## src/rtl/sio_cfg_pkg.sv

```systemverilog
package sio_cfg_pkg;

  typedef enum logic [1:0] {
    SEL_NONE  = 2'd0,
    SEL_INDEX = 2'd1,
    SEL_DATA  = 2'd2
  } win_sel_e;

  function automatic logic [7:0] reset_value(input logic [7:0] idx);
    case (idx)
      8'hE0:   reset_value = 8'h3C;
      8'hE2:   reset_value = 8'h03;
      8'hE3:   reset_value = 8'hFC;
      8'hE6:   reset_value = 8'hDE;
      8'hE7:   reset_value = 8'hFE;
      8'hE8:   reset_value = 8'hBE;
      default: reset_value = 8'h00;
    endcase
  endfunction

endpackage

```

## src/rtl/sio_enable_gate.sv

```systemverilog
module sio_enable_gate #(
  parameter int         OFF_W  = 8,
  parameter int         DATA_W = 8,
  parameter logic [OFF_W-1:0] EN_OFF = 8'h85,
  parameter int         EN_BIT = 1
) (
  input  logic              clk,
  input  logic              rst,
  input  logic              cfg_we,
  input  logic [OFF_W-1:0]  cfg_off,
  input  logic [DATA_W-1:0] cfg_wdata,
  output logic              win_en
);

  logic unused_cfg_bits;
  assign unused_cfg_bits = ^cfg_wdata;

  always_ff @(posedge clk) begin
    if (rst) begin
      win_en <= 1'b0;
    end else if (cfg_we && (cfg_off == EN_OFF)) begin
      win_en <= cfg_wdata[EN_BIT];
    end
  end

endmodule

```

## src/rtl/sio_port_decode.sv

```systemverilog
module sio_port_decode
  import sio_cfg_pkg::*;
#(
  parameter int              IO_AW     = 16,
  parameter logic [IO_AW-1:0] BASE_ADDR = 16'h03F0
) (
  input  logic [IO_AW-1:0] io_addr,
  input  logic             io_wr,
  input  logic             io_rd,
  input  logic             win_en,
  output logic             idx_we,
  output logic             data_we,
  output logic             rd_hit,
  output logic             rd_open
);

  localparam logic [IO_AW-1:0] DATA_ADDR = BASE_ADDR + IO_AW'(1);

  win_sel_e sel;

  always_comb begin
    if (io_addr == BASE_ADDR)      sel = SEL_INDEX;
    else if (io_addr == DATA_ADDR) sel = SEL_DATA;
    else                           sel = SEL_NONE;
  end

  assign idx_we  = io_wr && win_en && (sel == SEL_INDEX);
  assign data_we = io_wr && win_en && (sel == SEL_DATA);
  assign rd_hit  = io_rd && (sel != SEL_NONE);
  assign rd_open = win_en;

endmodule

```

## src/rtl/sio_wr_filter.sv

```systemverilog
module sio_wr_filter #(
  parameter int IDX_W  = 8,
  parameter int DATA_W = 8,
  parameter logic [(1<<IDX_W)-1:0] RO_MASK = '0,
  parameter logic [IDX_W-1:0]  SER1_IDX = 8'hE7,
  parameter logic [DATA_W-1:0] SER1_VAL = 8'hFE,
  parameter logic [IDX_W-1:0]  SER2_IDX = 8'hE8,
  parameter logic [DATA_W-1:0] SER2_VAL = 8'hBE
) (
  input  logic              data_we,
  input  logic [IDX_W-1:0]  idx,
  input  logic [DATA_W-1:0] wdata,
  output logic              mem_we
);

  logic is_ro;
  logic ser1_bad;
  logic ser2_bad;

  assign is_ro    = RO_MASK[idx];
  assign ser1_bad = (idx == SER1_IDX) && (wdata != SER1_VAL);
  assign ser2_bad = (idx == SER2_IDX) && (wdata != SER2_VAL);
  assign mem_we   = data_we && !is_ro && !ser1_bad && !ser2_bad;

endmodule

```

## src/rtl/sio_cfg_regfile.sv

```systemverilog
module sio_cfg_regfile #(
  parameter int IDX_W  = 8,
  parameter int DATA_W = 8
) (
  input  logic              clk,
  input  logic              rst,
  input  logic              we,
  input  logic [IDX_W-1:0]  waddr,
  input  logic [DATA_W-1:0] wdata,
  input  logic [IDX_W-1:0]  raddr,
  output logic [DATA_W-1:0] rdata
);

  localparam int DEPTH = 1 << IDX_W;

  logic [DATA_W-1:0] mem [DEPTH];

  always_ff @(posedge clk) begin
    if (rst) begin
      for (int i = 0; i < DEPTH; i++) begin
        mem[i] <= DATA_W'(sio_cfg_pkg::reset_value(8'(i)));
      end
    end else if (we) begin
      mem[waddr] <= wdata;
    end
  end

  assign rdata = mem[raddr];

endmodule

```

## src/rtl/sio_cfg_port.sv

```systemverilog
module sio_cfg_port #(
  parameter int IO_AW  = 16,
  parameter int IDX_W  = 8,
  parameter int DATA_W = 8,
  parameter logic [IO_AW-1:0] BASE_ADDR = 16'h03F0,
  parameter logic [(1<<IDX_W)-1:0] RO_MASK =
    ((1<<IDX_W)'(1) << 8'hE0) | ((1<<IDX_W)'(1) << 8'hE3),
  parameter logic [IDX_W-1:0]  SER1_IDX = 8'hE7,
  parameter logic [DATA_W-1:0] SER1_VAL = 8'hFE,
  parameter logic [IDX_W-1:0]  SER2_IDX = 8'hE8,
  parameter logic [DATA_W-1:0] SER2_VAL = 8'hBE,
  parameter logic [7:0]        EN_OFF   = 8'h85,
  parameter int                EN_BIT   = 1,
  parameter logic [DATA_W-1:0] IDLE_VAL = '1
) (
  input  logic              clk,
  input  logic              rst,
  input  logic [IO_AW-1:0]  io_addr,
  input  logic              io_wr,
  input  logic              io_rd,
  input  logic [DATA_W-1:0] io_wdata,
  output logic [DATA_W-1:0] io_rdata,
  input  logic              brg_cfg_we,
  input  logic [7:0]        brg_cfg_off,
  input  logic [7:0]        brg_cfg_wdata
);

  logic              win_en;
  logic              idx_we;
  logic              data_we;
  logic              rd_hit;
  logic              rd_open;
  logic              mem_we;
  logic [IDX_W-1:0]  index_q;
  logic [DATA_W-1:0] entry_rd;

  sio_enable_gate #(
    .OFF_W (8),
    .DATA_W(8),
    .EN_OFF(EN_OFF),
    .EN_BIT(EN_BIT)
  ) u_gate (
    .clk      (clk),
    .rst      (rst),
    .cfg_we   (brg_cfg_we),
    .cfg_off  (brg_cfg_off),
    .cfg_wdata(brg_cfg_wdata),
    .win_en   (win_en)
  );

  sio_port_decode #(
    .IO_AW    (IO_AW),
    .BASE_ADDR(BASE_ADDR)
  ) u_dec (
    .io_addr(io_addr),
    .io_wr  (io_wr),
    .io_rd  (io_rd),
    .win_en (win_en),
    .idx_we (idx_we),
    .data_we(data_we),
    .rd_hit (rd_hit),
    .rd_open(rd_open)
  );

  sio_wr_filter #(
    .IDX_W   (IDX_W),
    .DATA_W  (DATA_W),
    .RO_MASK (RO_MASK),
    .SER1_IDX(SER1_IDX),
    .SER1_VAL(SER1_VAL),
    .SER2_IDX(SER2_IDX),
    .SER2_VAL(SER2_VAL)
  ) u_filt (
    .data_we(data_we),
    .idx    (index_q),
    .wdata  (io_wdata),
    .mem_we (mem_we)
  );

  sio_cfg_regfile #(
    .IDX_W (IDX_W),
    .DATA_W(DATA_W)
  ) u_rf (
    .clk  (clk),
    .rst  (rst),
    .we   (mem_we),
    .waddr(index_q),
    .wdata(io_wdata),
    .raddr(index_q),
    .rdata(entry_rd)
  );

  always_ff @(posedge clk) begin
    if (rst) begin
      index_q <= '0;
    end else if (idx_we) begin
      index_q <= io_wdata[IDX_W-1:0];
    end
  end

  always_ff @(posedge clk) begin
    if (rst) begin
      io_rdata <= IDLE_VAL;
    end else if (rd_hit) begin
      io_rdata <= rd_open ? entry_rd : IDLE_VAL;
    end
  end

endmodule

```

## config.mk

```make
export PLATFORM = sky130hd
export DESIGN_NAME = sio_cfg_port
export DESIGN_NICKNAME = d
export VERILOG_FILES = /design/src/rtl/sio_cfg_pkg.sv /design/src/rtl/sio_enable_gate.sv /design/src/rtl/sio_port_decode.sv /design/src/rtl/sio_wr_filter.sv /design/src/rtl/sio_cfg_regfile.sv /design/src/rtl/sio_cfg_port.sv
export SDC_FILE = /design/constraint.sdc
export NUM_CORES = 2
export LEC_CHECK = 0
export ABC_AREA = 1
export CORE_MARGIN = 5
export CORE_UTILIZATION = 30
export CTS_CLUSTER_SIZE = 8
export DETAILED_ROUTE_END_ITERATION = 10
export HOLD_SLACK_MARGIN = 0.15
export PLACE_DENSITY_LB_ADDON = 0.1
export SETUP_SLACK_MARGIN = 0.1
export SLEW_MARGIN = 40
export SYNTH_ARGS = -nofsm -noshare
export SYNTH_HDL_FRONTEND = slang
export SYNTH_SLANG_ARGS = --single-unit
```

## constraint.sdc

```tcl
create_clock -name clk -period 8.2 [get_ports clk]
set_clock_uncertainty 0.1 [all_clocks]
set_input_delay 1.23 -clock clk [delete_from_list [all_inputs] [get_ports clk]]
set_output_delay 1.23 -clock clk [all_outputs]
set_load 0.005 [all_outputs]
```

==> tab_implementation.tex <==
\begin{tabular}{lr}
\hline
Metric & Value \\
\hline
\multicolumn{2}{l}{\textbf{Clock network}} \\
CTS H-tree depth & 5 \\
Clk Tree Root Cell & sky130\_fd\_sc\_hd\_\_clkbuf\_16 \\
CTS tree & built \\
Clock Latency Late Sink & roughly 0.84 ns \\
Number of buffers inserted for hold repair after clock tree synthesis & 0 \\
Maximum root-to-sink buffer count & 4 \\
Num CTS Buffers & between 300 and 400 \\
Post-CTS Setup Repair Bufs & 0 \\
TritonCTS Sinks & 2074 \\
Clock slew seen by the registers of the worst setup and hold paths & roughly 0.050 ns \\
Number of cells upsized or downsized after cts & 0 \\
\multicolumn{2}{l}{\textbf{STA}} \\
Final Hold Vio Count & 0 \\
Pins over their slew limit & 0 \\
Final critical-path required period & approximately 5.1 ns \\
Final TNS setup & 0 ns \\
Final count of negative-setup-slack endpoints & 0 \\
Final clock period utilization by the worst path & about three fifths \\
Actual slew at the worst max-slew pin & 0.913 ns \\
Hold WS & approximately 0.37 ns \\
Setup repair after global routing missed its margin & false \\
Slew Limit Headroom & approximately two fifths \\
Highest clock rate & about 0.20 GHz \\
\multicolumn{2}{l}{\textbf{Finish}} \\
Relative area change from synthesis to final layout & 13.5\% \\
Count of placed standard cells in the final layout, fillers left out & around 14000 \\
Nets & about 9500 \\
Layout cell share with drive strength beyond 1 & 6.21\% \\
\multicolumn{2}{l}{\textbf{Synth}} \\
Sequential element share of the synthesized area & between 60 and 70\% \\
Number of cells produced by synthesis & 9708 \\
Mapped Area & 93600 um2 \\
Portion of synthesized cell area occupied by the leading cell type & 65.7\% \\
Cell variety after synth & 26 \\
Count of warnings emitted by yosys & 0 \\
Cell types occupying the most area after synthesis & sky130\_fd\_sc\_hd\_\_edfxtp\_1 66\%, sky130\_fd\_sc\_hd\_\_nand2\_1 11\%, sky130\_fd\_sc\_hd\_\_nand3\_1 11\% \\
Number of storage elements in the synthesis netlist & 2074 \\
Library cell with the largest summed area after synthesis & sky130\_fd\_sc\_hd\_\_edfxtp\_1 \\
Avg Synthesized Cell Area & 9.64 um2 \\
\multicolumn{2}{l}{\textbf{Floorplan}} \\
Die ar. & 323000 um2 \\
Top-level port count & 53 \\
Die boundary height & roughly 570 um \\
Initial cell density of the core & around 30\% \\
Die width & roughly 570 um \\
CORE AREA & 311000 um2 \\
Total number of placement rows & just over 200 \\
\multicolumn{2}{l}{\textbf{Route}} \\
DRT Pass-1 Iters & 5 \\
Number of vias per cell after detailed routing & about 5 \\
Average wire per standard cell & roughly 23 um \\
Post-detailed-routing wire length & $\sim$320000 um \\
DR iter-0 viols & between 5000 and 6000 \\
Remaining number of nets flagged by the antenna check after routing & 0 \\
Count of vias placed by the detailed router & around 68000 \\
Remaining design rule violation count & 0 \\
\multicolumn{2}{l}{\textbf{Critical path}} \\
Path depth of the worst reg2reg path & 14 \\
Data required time at the worst endpoint & approximately 8.6 ns \\
Top fanout value on the critical path & 94 \\
Arr. time, crit path & about 5.5 ns \\
Element type at the critical path start & input port \\
Critical path class & input port to flop \\
Setup crit end kind & flop \\
\multicolumn{2}{l}{\textbf{Worst hold path}} \\
Instance count along the most critical hold path & 2 \\
Worst min path class & flop to flop \\
\multicolumn{2}{l}{\textbf{Power and ir drop}} \\
Static Leakage & slightly below 40 nW \\
PD cells & roughly 230 nW/um2 \\
Max rail drop VDD & 0.156 mV \\
\multicolumn{2}{l}{\textbf{Place}} \\
Last weighted congestion value of the routability-driven placer & 0.831 \\
Number of buffer cells added on primary ports & 45 \\
Detail Placement HPWL & around 190000 um \\
Placed cell count & 13300 \\
\multicolumn{2}{l}{\textbf{Flow run}} \\
Max Cap Viol & 0 \\
\multicolumn{2}{l}{\textbf{GRT}} \\
Via count of the first global-routing pass & 68100 \\
Overflow left after global routing & 0 \\
Number of antenna violations at the first check in global routing & 9 \\
Maximum number of pins on one net before global-route repair & 165 \\
Global-route wire length before repair & about 460000 um \\
GRT Overall Usage & approximately a fifth \\
\multicolumn{2}{l}{\textbf{Status}} \\
Status & complete, no violations \\
\hline
\end{tabular}
==> through the flow <==
step	cell area (um2)	setup slack [ns]	power, mW	utilization [%]
2_1_floorplan	93700	4.76	12.8	-
3_3_place_gp	97800	2.11	13.2	31.4
3_5_place_dp	98200	2.20	13.2	31.5
4_1_cts	106000	3.09	24.4	34.1
5_1_grt	106000	3.05	24.9	34.1
6_report	106000	3.12	24.1	34.1
==> final timing paths <==
check / from / endpoint / slack (ns)
max: io_wdata[3] / u_rf.mem[63][2] / 3.12
min: io_rdata[0] / io_rdata[0] / 0.37
min reg2reg: io_rdata[0] / io_rdata[0] / 0.37
max reg2reg: flop / io_rdata[0] / 3.80
==> kinds of logic after synthesis <==
| kind of cell | synth area share, % |
|---|---|
| compound gates | 0.155 |
| flops | 66.2 |
| other cells | 0.00802 |
| buf+inv | 3.29 |
| simple gates | 30.3 |
==> synthesized netlist by cell type <==
cell	number
sky130_fd_sc_hd__nand2_1	2661
sky130_fd_sc_hd__edfxtp_1	2048
sky130_fd_sc_hd__nor2_1	2047
sky130_fd_sc_hd__nand3_1	1983
sky130_fd_sc_hd__clkbuf_1	599
sky130_fd_sc_hd__buf_1	88
sky130_fd_sc_hd__nand2_2	83
sky130_fd_sc_hd__inv_1	45
sky130_fd_sc_hd__buf_2	37
sky130_fd_sc_hd__dfxtp_1	26
sky130_fd_sc_hd__buf_4	13
sky130_fd_sc_hd__inv_2	13
sky130_fd_sc_hd__nor2_2	13
sky130_fd_sc_hd__a21oi_1	12
sky130_fd_sc_hd__nand4_1	9
sky130_fd_sc_hd__a211oi_1	6
sky130_fd_sc_hd__o21ai_0	5
sky130_fd_sc_hd__nor3_1	4
sky130_fd_sc_hd__nand3_2	3
sky130_fd_sc_hd__nor4_1	3
sky130_fd_sc_hd__conb_1	2
sky130_fd_sc_hd__nor2_4	2
sky130_fd_sc_hd__o211ai_1	2
sky130_fd_sc_hd__or2_2	2
sky130_fd_sc_hd__clkinv_1	1
sky130_fd_sc_hd__nor4_2	1
==> critical path: stages <==
cell and delay [ns]:
sky130_fd_sc_hd__clkdlybuf4s50_1 0.67, sky130_fd_sc_hd__inv_12 0.28, sky130_fd_sc_hd__nor4_1 0.39, sky130_fd_sc_hd__nand4_1 0.13, sky130_fd_sc_hd__nand3_1 0.10, sky130_fd_sc_hd__nand2_1 0.09, sky130_fd_sc_hd__nor2_4 0.18, sky130_fd_sc_hd__nand3_2 0.24
sky130_fd_sc_hd__nor2_4 0.71, sky130_fd_sc_hd__buf_4 0.63, sky130_fd_sc_hd__nand2_1 0.35, sky130_fd_sc_hd__nand2_1 0.37
==> final cells by class <==
class | count | area [um2]
flip-flops and latches | 2074 | 62000
repair buffers | 169 | 2000
fillers | 32000 | 205000
diodes | 1 | 2.50
inverters | 59 | 337
multi-input cells | 6852 | 28700
clock inverters | 11 | 150
well taps | 4140 | 5180
clock buffers | 339 | 7870
==> layer usage <==
layer | wire (um) | vias to the layer above | global-route usage, %
li1 | - | 32200 | -
met5 | 16 | - | 0
met2 | 153000 | 1667 | 32.3
met4 | 9610 | 2 | 5.64
met1 | 142000 | 34000 | 26.0
met3 | 14200 | 456 | 2.18
==> cells in the final DEF, fill, tap and decap left out, types with 3 or more instances in the layout <==
master	netlist	layout
sky130_fd_sc_hd__inv_8	0	9
sky130_fd_sc_hd__inv_1	45	37
sky130_fd_sc_hd__dfxtp_1	26	20
sky130_fd_sc_hd__buf_8	0	3
sky130_fd_sc_hd__inv_2	13	6
sky130_fd_sc_hd__nor3_1	4	4
sky130_fd_sc_hd__o21ai_0	5	4
sky130_fd_sc_hd__buf_6	0	6
sky130_fd_sc_hd__clkdlybuf4s50_1	0	45
sky130_fd_sc_hd__buf_4	13	76
sky130_fd_sc_hd__buf_16	0	12
sky130_fd_sc_hd__nor2_2	13	9
sky130_fd_sc_hd__nor4_1	3	3
sky130_fd_sc_hd__nand2_1	2661	2661
sky130_fd_sc_hd__conb_1	2	16
sky130_fd_sc_hd__edfxtp_1	2048	2048
sky130_fd_sc_hd__nand3_1	1983	1983
sky130_fd_sc_hd__nand3_2	3	3
sky130_fd_sc_hd__a21oi_1	12	12
sky130_fd_sc_hd__clkbuf_16	0	310
sky130_fd_sc_hd__inv_12	0	3
sky130_fd_sc_hd__clkbuf_1	599	29
sky130_fd_sc_hd__a211oi_1	6	6
sky130_fd_sc_hd__clkinv_8	0	5
sky130_fd_sc_hd__nor2_4	2	20
sky130_fd_sc_hd__dfxtp_4	0	5
sky130_fd_sc_hd__buf_12	0	27
sky130_fd_sc_hd__nand4_1	9	9
sky130_fd_sc_hd__inv_6	0	5
sky130_fd_sc_hd__nor2_1	2047	2033
sky130_fd_sc_hd__nand2_2	83	83
==> flip-flops by register name, summed over array words and instances, names as in the netlist, named ones only <==
signal / count
index_q: 8
io_rdata: 8
u_filt.is_ro: 1
u_gate.win_en: 1
u_rf.mem: 2048
==> power breakdown <==
| part | switching (mW) | leakage [nW] | internal [mW] | total, mW |
|---|---|---|---|---|
| logic | 0.656 | 15.3 | 0.141 | 0.797 |
| clock network | 4.48 | 3.92 | 6.70 | 11.2 |
| registers | 0.116 | 20.6 | 12.1 | 12.2 |
(Power assumes the default switching activity.)
